`src/rtl/dmas_pkg.sv`:
```
package dmas_pkg;
    localparam int NUM_CH = 4;
    localparam int CH_W   = $clog2(NUM_CH);

    typedef logic [CH_W-1:0] chan_t;

    typedef enum logic [1:0] {
        ST_IDLE  = 2'd0,
        ST_SCAN  = 2'd1,
        ST_GRANT = 2'd2
    } sched_st_e;

    // Scan context: starting channel, scan position, channel being served
    typedef struct packed {
        chan_t base;
        chan_t step;
        chan_t chan;
    } scan_ctx_t;

    // Channel visited at a given scan position (wraps modulo NUM_CH)
    function automatic chan_t scan_chan(chan_t base, chan_t step);
        return chan_t'(base + step);
    endfunction
endpackage

```
`src/rtl/dmas_ticker.sv`:
```
module dmas_ticker
    import dmas_pkg::*;
#(
    parameter int TICK_CYCLES = 16
) (
    input  logic  clk,
    input  logic  rst,
    input  logic  run,
    output logic  tick,
    output chan_t ptr
);
    localparam int CNT_W = (TICK_CYCLES > 2) ? $clog2(TICK_CYCLES) : 1;
    localparam logic [CNT_W-1:0] LAST = CNT_W'(TICK_CYCLES - 1);

    logic [CNT_W-1:0] cnt;

    assign tick = run && (cnt == LAST);

    always_ff @(posedge clk) begin
        if (rst || !run) begin
            cnt <= '0;
            ptr <= '0;
        end else begin
            cnt <= tick ? '0 : cnt + 1'b1;
            if (tick) ptr <= chan_t'(ptr + 1'b1);
        end
    end

    // pointer steps by one on each tick
    a_r5_ptr_steps: assert property (@(posedge clk) disable iff (rst)
        tick |=> (ptr == chan_t'($past(ptr) + 1'b1)));

    // ticks never fall on consecutive cycles
    a_r8_tick_spacing: assert property (@(posedge clk) disable iff (rst)
        tick |=> !tick);

    // stopping returns the pointer to zero
    a_r8_ptr_home: assert property (@(posedge clk) disable iff (rst)
        !run |=> (ptr == '0));
endmodule

```
`src/rtl/dmas_reqtrack.sv`:
```
module dmas_reqtrack
    import dmas_pkg::*;
(
    input  logic              clk,
    input  logic              rst,
    input  logic [NUM_CH-1:0] hw_req,
    input  logic [NUM_CH-1:0] sw_req,
    input  logic [NUM_CH-1:0] chan_mask,
    output logic [NUM_CH-1:0] eligible,
    output logic              kick
);
    logic [NUM_CH-1:0] hw_q;
    logic [NUM_CH-1:0] latched;
    logic [NUM_CH-1:0] rise;
    logic [NUM_CH-1:0] fall;

    assign rise     = hw_req & ~hw_q;
    assign fall     = ~hw_req & hw_q;
    assign kick     = |rise;
    assign eligible = (latched | sw_req) & ~chan_mask;

    always_ff @(posedge clk) begin
        if (rst) begin
            hw_q    <= '0;
            latched <= '0;
        end else begin
            hw_q    <= hw_req;
            latched <= (latched | rise) & ~fall;
        end
    end

    for (genvar g = 0; g < NUM_CH; g++) begin : g_edge_chk
        // a rising line latches the request
        a_r9_rise_latch: assert property (@(posedge clk) disable iff (rst)
            (hw_req[g] && !hw_q[g]) |=> latched[g]);
        // a falling line clears the request
        a_r9_fall_clear: assert property (@(posedge clk) disable iff (rst)
            (!hw_req[g] && hw_q[g]) |=> !latched[g]);
    end
endmodule

```
`src/rtl/dmas_debt.sv`:
```
module dmas_debt #(
    parameter int DEBT_W = 12,
    parameter int PAY_W  = 8,
    parameter int COST_W = 8
) (
    input  logic              clk,
    input  logic              rst,
    input  logic              clear,
    input  logic              pay,
    input  logic [PAY_W-1:0]  pay_amt,
    input  logic              charge,
    input  logic [COST_W-1:0] charge_amt,
    output logic              owing
);
    logic [DEBT_W-1:0] debt;
    logic [DEBT_W:0]   sum;
    logic [DEBT_W-1:0] pay_ext;

    assign sum     = {1'b0, debt} + (DEBT_W + 1)'(charge_amt);
    assign pay_ext = DEBT_W'(pay_amt);
    assign owing   = (debt != '0);

    always_ff @(posedge clk) begin
        if (rst || clear) begin
            debt <= '0;
        end else if (charge) begin
            debt <= sum[DEBT_W] ? '1 : sum[DEBT_W-1:0];
        end else if (pay) begin
            debt <= (debt > pay_ext) ? debt - pay_ext : '0;
        end
    end

    // repayment floors at zero
    a_r7_floor: assert property (@(posedge clk) disable iff (rst)
        (pay && !charge && !clear && debt <= pay_ext) |=> (debt == '0));

    // a charge never lowers the debt
    a_r7_charge_up: assert property (@(posedge clk) disable iff (rst)
        (charge && !clear) |=> (debt >= $past(debt)));

    // stopping wipes the debt
    a_r8_clear: assert property (@(posedge clk) disable iff (rst)
        clear |=> (debt == '0));
endmodule

```
`src/rtl/dmasched_top.sv`:
```
module dmasched_top
    import dmas_pkg::*;
#(
    parameter int TICK_CYCLES = 16,
    parameter int DEBT_W      = 12,
    parameter int PAY_W       = 8,
    parameter int COST_W      = 8
) (
    input  logic              clk,
    input  logic              rst,
    input  logic [NUM_CH-1:0] hw_req,
    input  logic [NUM_CH-1:0] sw_req,
    input  logic [NUM_CH-1:0] chan_mask,
    input  logic              cfg_disable,
    input  logic              cfg_rotate,
    input  logic              cfg_hold,
    input  logic [PAY_W-1:0]  pay_rate,
    input  logic              step_done,
    input  logic [COST_W-1:0] step_cost,
    output logic [NUM_CH-1:0] grant,
    output logic              busy,
    output logic              stalled
);
    localparam chan_t LAST_STEP = chan_t'(NUM_CH - 1);

    logic              run;
    logic              tick;
    chan_t             ptr;
    logic [NUM_CH-1:0] eligible;
    logic              kick;
    logic              owing;
    logic              do_pay;
    logic              do_start;
    logic              do_charge;
    sched_st_e         st;
    scan_ctx_t         ctx;
    chan_t             probe;

    assign run   = !cfg_disable && !(&chan_mask);
    assign probe = scan_chan(ctx.base, ctx.step);

    dmas_ticker #(.TICK_CYCLES(TICK_CYCLES)) u_ticker (
        .clk  (clk),
        .rst  (rst),
        .run  (run),
        .tick (tick),
        .ptr  (ptr)
    );

    dmas_reqtrack u_req (
        .clk       (clk),
        .rst       (rst),
        .hw_req    (hw_req),
        .sw_req    (sw_req),
        .chan_mask (chan_mask),
        .eligible  (eligible),
        .kick      (kick)
    );

    dmas_debt #(.DEBT_W(DEBT_W), .PAY_W(PAY_W), .COST_W(COST_W)) u_debt (
        .clk        (clk),
        .rst        (rst),
        .clear      (!run),
        .pay        (do_pay),
        .pay_amt    (pay_rate),
        .charge     (do_charge),
        .charge_amt (step_cost),
        .owing      (owing)
    );

    always_comb begin
        do_pay    = run && (st == ST_IDLE) && tick && owing;
        do_start  = run && (st == ST_IDLE) && (tick || kick) && !owing;
        do_charge = run && (st == ST_GRANT) && step_done;
    end

    always_ff @(posedge clk) begin
        if (rst || !run) begin
            st  <= ST_IDLE;
            ctx <= '0;
        end else begin
            unique case (st)
                ST_IDLE: begin
                    if (do_start) begin
                        st       <= ST_SCAN;
                        ctx.base <= cfg_rotate ? ptr : '0;
                        ctx.step <= '0;
                    end
                end
                ST_SCAN: begin
                    if (eligible[probe]) begin
                        st       <= ST_GRANT;
                        ctx.chan <= probe;
                    end else if (ctx.step == LAST_STEP) begin
                        st <= ST_IDLE;
                    end else begin
                        ctx.step <= chan_t'(ctx.step + 1'b1);
                    end
                end
                ST_GRANT: begin
                    if (step_done) begin
                        if (cfg_hold && ctx.step != LAST_STEP) begin
                            st       <= ST_SCAN;
                            ctx.step <= chan_t'(ctx.step + 1'b1);
                        end else begin
                            st <= ST_IDLE;
                        end
                    end
                end
                default: st <= ST_IDLE;
            endcase
        end
    end

    for (genvar g = 0; g < NUM_CH; g++) begin : g_grant
        assign grant[g] = (st == ST_GRANT) && (ctx.chan == chan_t'(g));
    end

    assign busy    = (st != ST_IDLE);
    assign stalled = owing;

    // never more than one grant
    a_r10_onehot: assert property (@(posedge clk) disable iff (rst)
        $onehot0(grant));

    // a grant holds until its step completes
    a_r10_grant_held: assert property (@(posedge clk) disable iff (rst)
        (grant != '0 && !step_done && run) |=> $stable(grant));

    // disabling removes any grant
    a_r2_off_no_grant: assert property (@(posedge clk) disable iff (rst)
        cfg_disable |=> (grant == '0));

    // no scan begins while debt is owed
    a_r7_no_scan_in_debt: assert property (@(posedge clk) disable iff (rst)
        (st == ST_IDLE && stalled) |=> (st != ST_SCAN));

    // without hold a completed step ends the attempt
    a_r6_single_step: assert property (@(posedge clk) disable iff (rst)
        (st == ST_GRANT && step_done && !cfg_hold && run) |=> (st == ST_IDLE));
endmodule

```
`config.mk`:
```
export PLATFORM = sky130hd
export DESIGN_NAME = dmasched_top
export DESIGN_NICKNAME = d
export VERILOG_FILES = /design/src/rtl/dmas_pkg.sv /design/src/rtl/dmas_ticker.sv /design/src/rtl/dmas_reqtrack.sv /design/src/rtl/dmas_debt.sv /design/src/rtl/dmasched_top.sv
export SDC_FILE = /design/constraint.sdc
export NUM_CORES = 1
export LEC_CHECK = 0
export BUFFER_PORTS_ARGS = -buffer_cell sky130_fd_sc_hd__buf_2
export CAP_MARGIN = 20
export CORE_ASPECT_RATIO = 2
export CORE_MARGIN = 1
export CORE_UTILIZATION = 40
export DETAILED_ROUTE_END_ITERATION = 10
export HOLD_SLACK_MARGIN = 0.12
export PLACE_DENSITY = 0.59
export SKIP_CTS_REPAIR_TIMING = 1
export SYNTH_ARGS = -nofsm -noshare
export SYNTH_HDL_FRONTEND = slang
export SYNTH_SLANG_ARGS = --single-unit
export TNS_END_PERCENT = 30
```
`constraint.sdc`:
```
create_clock -name clk -period 2.9 [get_ports clk]
set_clock_uncertainty 0.2 [all_clocks]
set_input_delay 0.29 -clock clk [delete_from_list [all_inputs] [get_ports clk]]
set_output_delay 0.29 -clock clk [all_outputs]
set_load 0.03 [all_outputs]
```
==> results.md, run 1 <==
* Vias per cell at 5.59
* Core area at ~6400 um^2
* Final GP Congestion at roughly 0.98
* Worst-Margin Slew at 799 ps
* WP data arrival at 2700 ps
* Antenna cells at 0
* Critical Path RT at about 2900 ps
* Placed cells at 463
* Most used DFF post-synth: dfxtp_1
* Post-synthesis average cell area at 7.82 um^2
* TritonCTS clock tree: yes
* Pins over their slew limit at 0
* Setup Viol. Count Final at 0
* Die Y at 117 um
* Syn nets at 397
* Filler cell count in the final layout at 670
* Ys Warns at 0
* Total routing usage reported by global routing at 23.7%
* Count leader, synth: nand2_1
* Top cell type by total area after synthesis: dfxtp_1
* Largest net degree at the start of global routing at 20
* Post-synthesis sequential area ratio at 25.7%
* Synth area leaders: dfxtp_1, ha_1, nand2_1
* Clk slew on worst S/H paths at 50 ps
* Drt wl/cell at 15.7 um
* Insertion delay to the later sink of the worst-skew pair at 280 ps
* CP Capture Type: flop
* Pwr Density at around 370 nW/um^2
* TritonCTS buffer count at 5
* Post-synth cell types at 57
* RSZ-0062 raised after global routing: no
* Ports at 40
* Startpoint types: flop
* H-tree Lvls at 2
* CTS max path bufs at 2
* Initial antenna violation count at 0
* Root buffer cell: clkbuf_16
* Power, Total at 1.18 mW
* Fin nets at 448
* Die ar. at 6960 um^2
* Number of global-route vias before repair at 2665
* Layout cells sized above 1 at 16.7%
* Yosys reg bits at 34
* VDD IR-drop max at 0.000209 V
* Slew headroom at 46.7%
* Max cap viols at 0
* Final antenna-violating net count at 0
* Hold Fails Final Rpt at 0
* Sink Count at 34
* Share of synthesized registers carrying an async set or reset at 0%
* Row Count at 41
* Top-area cell type share of the netlist area at between 20% and 30%
* Period utilization at 94.2%
* Worst-path fanout max at 4
* Drt initial violations at about 130
* # DRC at 0
* Syn Std Cell Area at around 2600 um^2
* Worst hold path type: input port to flop
* Crit path kind: flop to flop
* Post-synth EDFFs at 0
* Port bufs at 39
* Post-synthesis cell count at around 340
* Fin crit period at about 2700 ps
* Die W at 59.5 um
* Final non-filler cell total at 476
* DR vias at 2659
* Setup_tns at 0 ps
* Leak at around 1.5 nW
* Initial Util at 41.6%
* F_max at 366 MHz
* First-pass GRT wire length at around 12000 um
* DP Wirelength at around 6000 um
* DRT Wirelength at 7480 um
* DRT Pass-1 Iters at 4
* Area grow syn2layout at 20.4%
* Status: completed
* GRT overflow at 0
* Post-synth top cells: nand2_1, dfxtp_1, o21ai_0
layout by cell type (no fill, tap or decap), drive strengths merged, types with 3 or more instances in the layout:
master       instances
and2                 3
clkbuf               6
nor2                18
nand3               22
mux2i                5
xnor2                5
and3                 4
a21o                10
nor4                 4
o21bai               5
a211oi               8
nand2b               4
dfxtp               34
o21ai               26
nand2               36
nor3                10
inv                 23
dlygate4sd3          5
a31oi               10
or2                  3
xor2                 9
buf                 49
ha                  23
a21oi               22
nor2b                6
power by group:
group          internal, mW  switching (mW)  total [mW]
Clock                 0.340           0.203       0.543
Combinational        0.0667          0.0823       0.149
Sequential            0.477         0.00600       0.483
stage by stage:
stage	worst slack, ps	instance area [um^2]	hold slack [ps]	util [%]
2_1_floorplan	226	2640	218	-
4_1_cts	123	3130	45.2	49.2
6_report	170	3180	156	50.0
3_5_place_dp	81.7	2980	265	46.8
3_3_place_gp	92.0	2980	264	46.8
5_1_grt	7.90	3180	161	50.0
state kept, by name, summed over array words and instances (netlist names):
register       flops
u_ticker.cnt       4
st                 2
u_ticker.ptr       2
ctx                6
u_debt.debt       12
u_req.hw_q         4
u_req.latched      4
cell type report:
cell class,instances,area (um^2),share of cell area [%]
multi-input cells,271,1840,57.7
clock inverters,2,12.5,0.393
inverters,23,86.3,2.71
clock buffers,6,139,4.36
flip-flops and latches,34,681,21.4
well taps,86,108,3.38
repair buffers,54,320,10.1
kinds of logic (layout without fill, tap and decap cells):
logic type | after synthesis | count (layout) | share of synthesized area [%]
fa+ha+maj | 25 | 25 | 12.4
mux | 5 | 5 | 1.89
simple gates | 120 | 120 | 22.8
compound gates | 106 | 106 | 26.6
xor+xnor | 15 | 15 | 5.49
flops | 34 | 34 | 25.7
buf+inv | 33 | 85 | 5.02
metal layers:
metal  GRT usage (%)  routed length, um
met1            21.5               2670
met3            4.18                209
met5               0                  0
met2            45.9               4200
met4            14.4                411
worst paths after layout:
kind | start | end | slack, ps | cells after the start
worst max-delay path | u_debt.debt[0] | u_debt.debt[10] | 170 | 10
worst min-delay path | rst | u_req.hw_q[1] | 160 | 2
worst max register to register | u_debt.debt[0] | u_debt.debt[10] | 170 | 10
worst min register to register | u_ticker.cnt[0] | u_ticker.cnt[0] | 280 | 1
worst max-delay path, cell delays in order (launching register included):
cell	delay, ps
dfxtp_1	350
inv_1	70
ha_1	150
inv_1	50
fa_1	390
a21o_1	170
a21o_1	210
a211oi_1	360
a211oi_2	130
and2_1	230
a211o_1	290
Note: power is estimated with default switching activity, not from simulation.
==> inputs of run 2 (changes only) <==
--- a/config.mk
+++ b/config.mk
@@ -5,14 +5,16 @@
 export SDC_FILE = /design/constraint.sdc
 export NUM_CORES = 1
 export LEC_CHECK = 0
-export BUFFER_PORTS_ARGS = -buffer_cell sky130_fd_sc_hd__buf_2
+export ABC_AREA = 1
 export CAP_MARGIN = 20
 export CORE_ASPECT_RATIO = 2
 export CORE_MARGIN = 1
 export CORE_UTILIZATION = 40
+export CTS_CLUSTER_SIZE = 10
 export DETAILED_ROUTE_END_ITERATION = 10
+export DONT_BUFFER_PORTS = 1
 export HOLD_SLACK_MARGIN = 0.12
-export PLACE_DENSITY = 0.59
+export PLACE_DENSITY = 0.53
 export SKIP_CTS_REPAIR_TIMING = 1
 export SYNTH_ARGS = -nofsm -noshare
 export SYNTH_HDL_FRONTEND = slang
==> run 2 against run 1 <==
Net effect: count of clock-buffer cells in the layout fell by 1; wire length is 13% higher; first-iteration DRC count down 40%; core utilization is 4.0 points lower; flip-flop and latch count stayed put; non-clock buffer count decreased by 42; worst setup slack improved by 220 ps; combinational power is 66% higher; critical endpoint is now u_debt.debt[7].
==> results.md, run 2 <==
* VDD IR-drop max at 0.000374 V
* Worst hold slack at 130 ps
* # DRC at 0
* Top-area cell type share of the netlist area at 22.4%
* Fin crit period at between 2000 and 3000 ps
* Top cell type by total area after synthesis: dfxtp_1
* Area after DPL at 3130 um^2
* CP Launch Point: u_debt.debt[0]
* Post-synth cell types at 36
* Area grow syn2layout at 10.7%
* Die W at 63.7 um
* Most common cell after layout, fill and taps aside: nand2_1
* Pins over their slew limit at 0
* Initial Util at 41.5%
* RR Startpoint: u_debt.debt[0]
* Worst Hold End: st[0]
* Initial antenna violation count at 0
* FF-to-FF setup slack at 390 ps
* Share of synthesized registers carrying an async set or reset at 0%
* Number of global-route vias before repair at roughly 2900
* Grt met3 use at under 10%
* Total routing usage reported by global routing at 22.0%
* Min-delay src: cfg_hold
* Global Route met2 Usage at 45.1%
* Synth area leaders: dfxtp_1, nand2_1, ha_1
* Post-synth EDFFs at 0
* Post-synthesis sequential area ratio at between 20% and 30%
* Syn nets at roughly 550
* TritonCTS clock tree: yes
* Slew headroom at 60.7%
* Multi-input logic area at 2000 um^2
* R2R cell count at 14
* Clk slew on worst S/H paths at 60 ps
* Top Registers: u_debt.debt x12, ctx x6
* Critical Path RT at 2920 ps
* Final antenna-violating net count at 0
* Core area at 7320 um^2
* Crit path kind: flop to flop
* Post-synth top cells: nand2_1, inv_1, nor2_1
* F_max at between 300 and 400 MHz
* Pwr Density at a little over 400 nW/um^2
* Highest-count cells in the layout ignoring fill and taps: nand2_1, inv_1, nor2_1, nand3_1, dfxtp_1
* H-tree Lvls at 2
* Worst hold path type: input port to flop
* Vias per cell at 5.02
* Worst hold stages at 4
* Status: completed
* Most used DFF post-synth: dfxtp_1
* DRT Pass-1 Iters at 5
* DR vias at 2972
* Setup_tns at 0 ps
* Row Count at 44
* CP max stage delay at roughly 450 ps
* Worst-Margin Slew at between 500 and 600 ps
* Die ar. at 7980 um^2
* Worst-path fanout max at 11
* RSZ-0062 raised after global routing: no
* Fin nets at 558
* Yosys reg bits at 34
* Root buffer cell: clkbuf_16
* DRT Wirelength at 8460 um
* Count leader, synth: nand2_1
* Period utilization at 86.7%
* Gr busiest metal: met2
* Post-route cell area at roughly 3400 um^2
* CP max-delay cell: nor2_2
* Final GP Congestion at 0.984
* M1 GR Usage at 19.1%
* Drt wl/cell at around 14 um
* Layout cells sized above 1 at 8.60%
* Critical Path, Cell by Cell: inv_1 > ha_1 > inv_1 > fa_1 > nand3_1 > nand2_1 > nand3_1 > nand2_1 > nand2_1 > nor2_2 > inv_1 > nor2_1 > nor2_1 > nor2_1
* CP Capture Type: flop
* CTS max path bufs at 2
* Port bufs at 0
* Reg area at 681 um^2
* Leak at 1.71 nW
* WP data arrival at about 2500 ps
* R2R Path End: u_debt.debt[7]
* Syn Std Cell Area at 3040 um^2
* Hold Fails Final Rpt at 0
* Filler cell count in the final layout at 779
* Drt initial violations at 80
* Ports at 40
* Antenna cells at 0
* Max cap viols at 0
* Post-synthesis cell count at around 490
* Ys Warns at 0
* Largest Register: u_debt.debt
* Die Y at 125 um
* Startpoint types: flop
* GRT overflow at 0
* TritonCTS buffer count at 5
* Insertion delay to the later sink of the worst-skew pair at 290 ps
* Sink Count at 34
* DP Wirelength at 6890 um
* First-pass GRT wire length at ~13000 um
* Post-synthesis average cell area at 6.23 um^2
* Flip-flop count of the largest register after layout at 12
* Largest net degree at the start of global routing at 15
* Setup Viol. Count Final at 0
[run 2: changes by cell type in the layout (fill, tap and decap cells not counted), sizes merged, moves of 6 or more]
| cell | change |
|---|---|
| a21o | -10 |
| o21ai | -13 |
| nand2 | +120 |
| nor2b | -6 |
| nand3 | +24 |
| inv | +52 |
| buf | -44 |
| nor2 | +49 |
[run 2: layout make-up]
class,count,share of cell area [%]
clock buffer,5,3.72
clock inverter,3,1.34
inverter,77,8.62
multi-input combinational,369,59.5
sequential,34,20.2
tap,92,3.42
timing repair buffer,12,3.20
[run 2: worst max path at each step]
| stage | depth (start not counted) | to | slack [ps] |
|---|---|---|---|
| after floorplan | 13 | u_debt.debt[5] | 800 |
| after CTS | 14 | u_debt.debt[7] | 360 |
| after global placement | 14 | u_debt.debt[6] | 440 |
| after detailed placement | 14 | u_debt.debt[7] | 390 |
| final | 14 | u_debt.debt[7] | 390 |
| after global routing | 14 | u_debt.debt[7] | 140 |
[run 2: cell families (layout without fill, tap and decap cells)]
logic type | Yosys count | after routing | share of synthesized area (%)
AO/OA/AOI/OAI | 52 | 52 | 10.7
XOR/XNOR | 10 | 10 | 2.88
adder cells (fa/ha/maj) | 25 | 25 | 10.8
buffers and inverters | 85 | 97 | 11.7
flip-flops | 34 | 34 | 22.4
AND/OR/NAND/NOR | 282 | 282 | 41.6
[run 2: metal layers]
metal | vias up | wire length (um) | part of all wire [%]
li1 | 1566 | - | -
met1 | 1324 | 2870 | 34
met2 | 64 | 5020 | 59
met3 | 18 | 250 | 3.0
met4 | 0 | 314 | 3.7
met5 | - | 0 | 0
[run 2: report_power, final]
group / internal [mW] / total (mW) / switching, mW / leakage (nW)
clock: 0.405 / 0.628 / 0.223 / 0.0760
sequential: 0.485 / 0.497 / 0.0122 / 0.277
combinational: 0.0881 / 0.247 / 0.159 / 1.36
[run 2: critical path: cells and delay by family (launching register included)]
| family | cells | cell delay [ps] |
|---|---|---|
| flip-flops | 1 | 370 |
| AND/OR/NAND/NOR | 9 | 1160 |
| buffers and inverters | 3 | 320 |
| adder cells (fa/ha/maj) | 2 | 400 |
[run 2: metrics by stage]
| stage | util (%) | std cells | setup WS (ps) | power [mW] |
|---|---|---|---|---|
| after CTS | 45.0 | 585 | 365 | 1.37 |
| after detailed placement | 42.7 | 577 | 394 | 0.744 |
| after global routing | 46.0 | 592 | 137 | 1.44 |
| final | 46.0 | 592 | 386 | 1.37 |
| after global placement | 42.7 | 577 | 441 | 0.744 |
| after floorplan | - | 488 | 800 | 0.697 |
==> inputs of run 3 (changes only) <==
--- a/config.mk
+++ b/config.mk
@@ -14,7 +14,8 @@
 export DETAILED_ROUTE_END_ITERATION = 10
 export DONT_BUFFER_PORTS = 1
 export HOLD_SLACK_MARGIN = 0.12
-export PLACE_DENSITY = 0.53
+export MAX_ROUTING_LAYER = met4
+export PLACE_DENSITY = 0.52
 export SKIP_CTS_REPAIR_TIMING = 1
 export SYNTH_ARGS = -nofsm -noshare
 export SYNTH_HDL_FRONTEND = slang
==> run 3 against run 2 <==
Net effect: worst setup slack better by 7.4 ps; sequential power hardly changed; fmax rose by 0.30%; flip-flop and latch count did not move; final cell count rose by 0.17%; wire length decreased by 0.40%; core utilization rose by 0.10 points; power decreased by 0.29%; final area up 0.22%; non-clock buffer count is 1 higher; worst hold slack got worse by 23 ps.
==> results.md, run 3 (synthesized netlist as in run 2, its figures left out) <==
* Status: completed
* VDD IR-drop max at 0.000447 V
* Ports at 40
* Min setup slack post-route at a little under 400 ps
* DP Worst Slack at ~370 ps
* Die Y at 125 um
* Die ar. at 7980 um^2
* DR WL met2 at 4920 um
* Worst hold slack at 106 ps
* DRT Pass-1 Iters at 4
* Layout cells sized above 1 at under 10%
* Pwr Density at 405 nW/um^2
* Pins over their slew limit at 0
* Largest Register: u_debt.debt
* GRT overflow at 0
* Critical Path RT at 2920 ps
* Combinational share of power at 17.9%
* Die W at 63.7 um
* Initial Util at 41.5%
* Setup_tns at 0 ps
* Hold Fails Final Rpt at 0
* Final non-filler cell total at 593
* Slew headroom at 59.3%
* DP Wirelength at just over 7000 um
* Fin crit period at 2510 ps
* Antenna cells at 0
* Area grow syn2layout at 11.0%
* Core area at about 7300 um^2
* TritonCTS clock tree: yes
* Worst-Margin Slew at 610 ps
* Crit path kind: flop to flop
* Drt wl/cell at roughly 14 um
* Worst-path fanout max at 11
* H-tree Lvls at 2
* Setup Viol. Count Final at 0
* Fin nets at 559
* CTS max path bufs at 2
* WP data arrival at 2520 ps
* Drt initial violations at 118
* Metal-1 WL at ~2900 um
* Highest-count cells in the layout ignoring fill and taps: nand2_1, inv_1, nor2_1, nand3_1, dfxtp_1
* Total routing usage reported by global routing at 23.4%
* Seq pwr share at 36.3%
* Sink Count at 34
* Root buffer cell: clkbuf_16
* F_max at 399 MHz
* Number of global-route vias before repair at 3168
* Largest net degree at the start of global routing at 15
* Port bufs at 0
* Period utilization at 86.4%
* Top Registers: u_debt.debt x12, ctx x6
* Power, Total at 1.37 mW
* Max cap viols at 0
* Startpoint types: flop
* Clk slew on worst S/H paths at 60 ps
* Flip-flop count of the largest register after layout at 12
* Most common cell after layout, fill and taps aside: nand2_1
* DR vias at between 2000 and 3000
* RSZ-0062 raised after global routing: no
* Vias per cell at 5.00
* Routed wl met3 at 178 um
* DRT Wirelength at 8420 um
* Placed cells at 578
* Leak at 1.72 nW
* # DRC at 0
* Initial antenna violation count at 0
* Top routing layer used: met4
* Worst hold path type: input port to flop
* Row Count at 44
* Final GP Congestion at 0.956
* First-pass GRT wire length at 14000 um
* Final antenna-violating net count at 0
* Pint at between 0.9 and 1 mW
* TritonCTS buffer count at 5
* Clock power share at 45.7%
* Switching power of the nets at approximately 0.39 mW
* Sw Share at between 20% and 30%
* Insertion delay to the later sink of the worst-skew pair at 280 ps
* CP Capture Type: flop
## run 3: area by class of cell
type,count,area [um^2]
fillers,811,3950
multi-input cells,369,2000
flip-flops and latches,34,681
inverters,77,290
clock buffers,5,125
repair buffers,13,115
well taps,92,115
clock inverters,3,45.0
## run 3: per-stage QoR
stage / instance area (um^2) / utilization, %
after floorplan: 3040 / -
after global placement: 3130 / 42.8
after detailed placement: 3130 / 42.8
after CTS: 3300 / 45.1
after global routing: 3370 / 46.1
final: 3370 / 46.1
## run 3: metal layers
layer	up-vias	track usage [%]
met5	-	-
met4	0	14.0
met3	30	2.83
met2	58	46.9
met1	1310	19.1
li1	1566	-
## run 3: worst max-delay path, stage by stage, from the launching register on
cell and delay [ps]:
dfxtp_1 370, inv_1 60, ha_1 170, inv_1 140, fa_1 230, nand3_1 70, nand2_1 160, nand3_1 90
nand2_1 70, nand2_1 60, nor2_2 450, inv_1 130, nor2_1 130, nor2_1 40, nor2_1 80
## run 3: worst paths after layout
path	slack, ps	depth (start not counted)	to	from
worst min register to register	240	1	u_req.latched[1]	u_req.hw_q[1]
worst min-delay path	110	4	st[0]	cfg_hold
worst max register to register	390	14	u_debt.debt[7]	u_debt.debt[0]
worst max-delay path	390	14	u_debt.debt[7]	u_debt.debt[0]
## run 3: power by group through the flow
stage               Combinational (mW)  Clock (mW)  Sequential [mW]
finish                           0.245       0.625            0.497
global placement                 0.237           0            0.507
global route                     0.280       0.653            0.500
CTS                              0.239       0.640            0.497
floorplan                        0.193           0            0.504
detailed placement               0.238           0            0.507
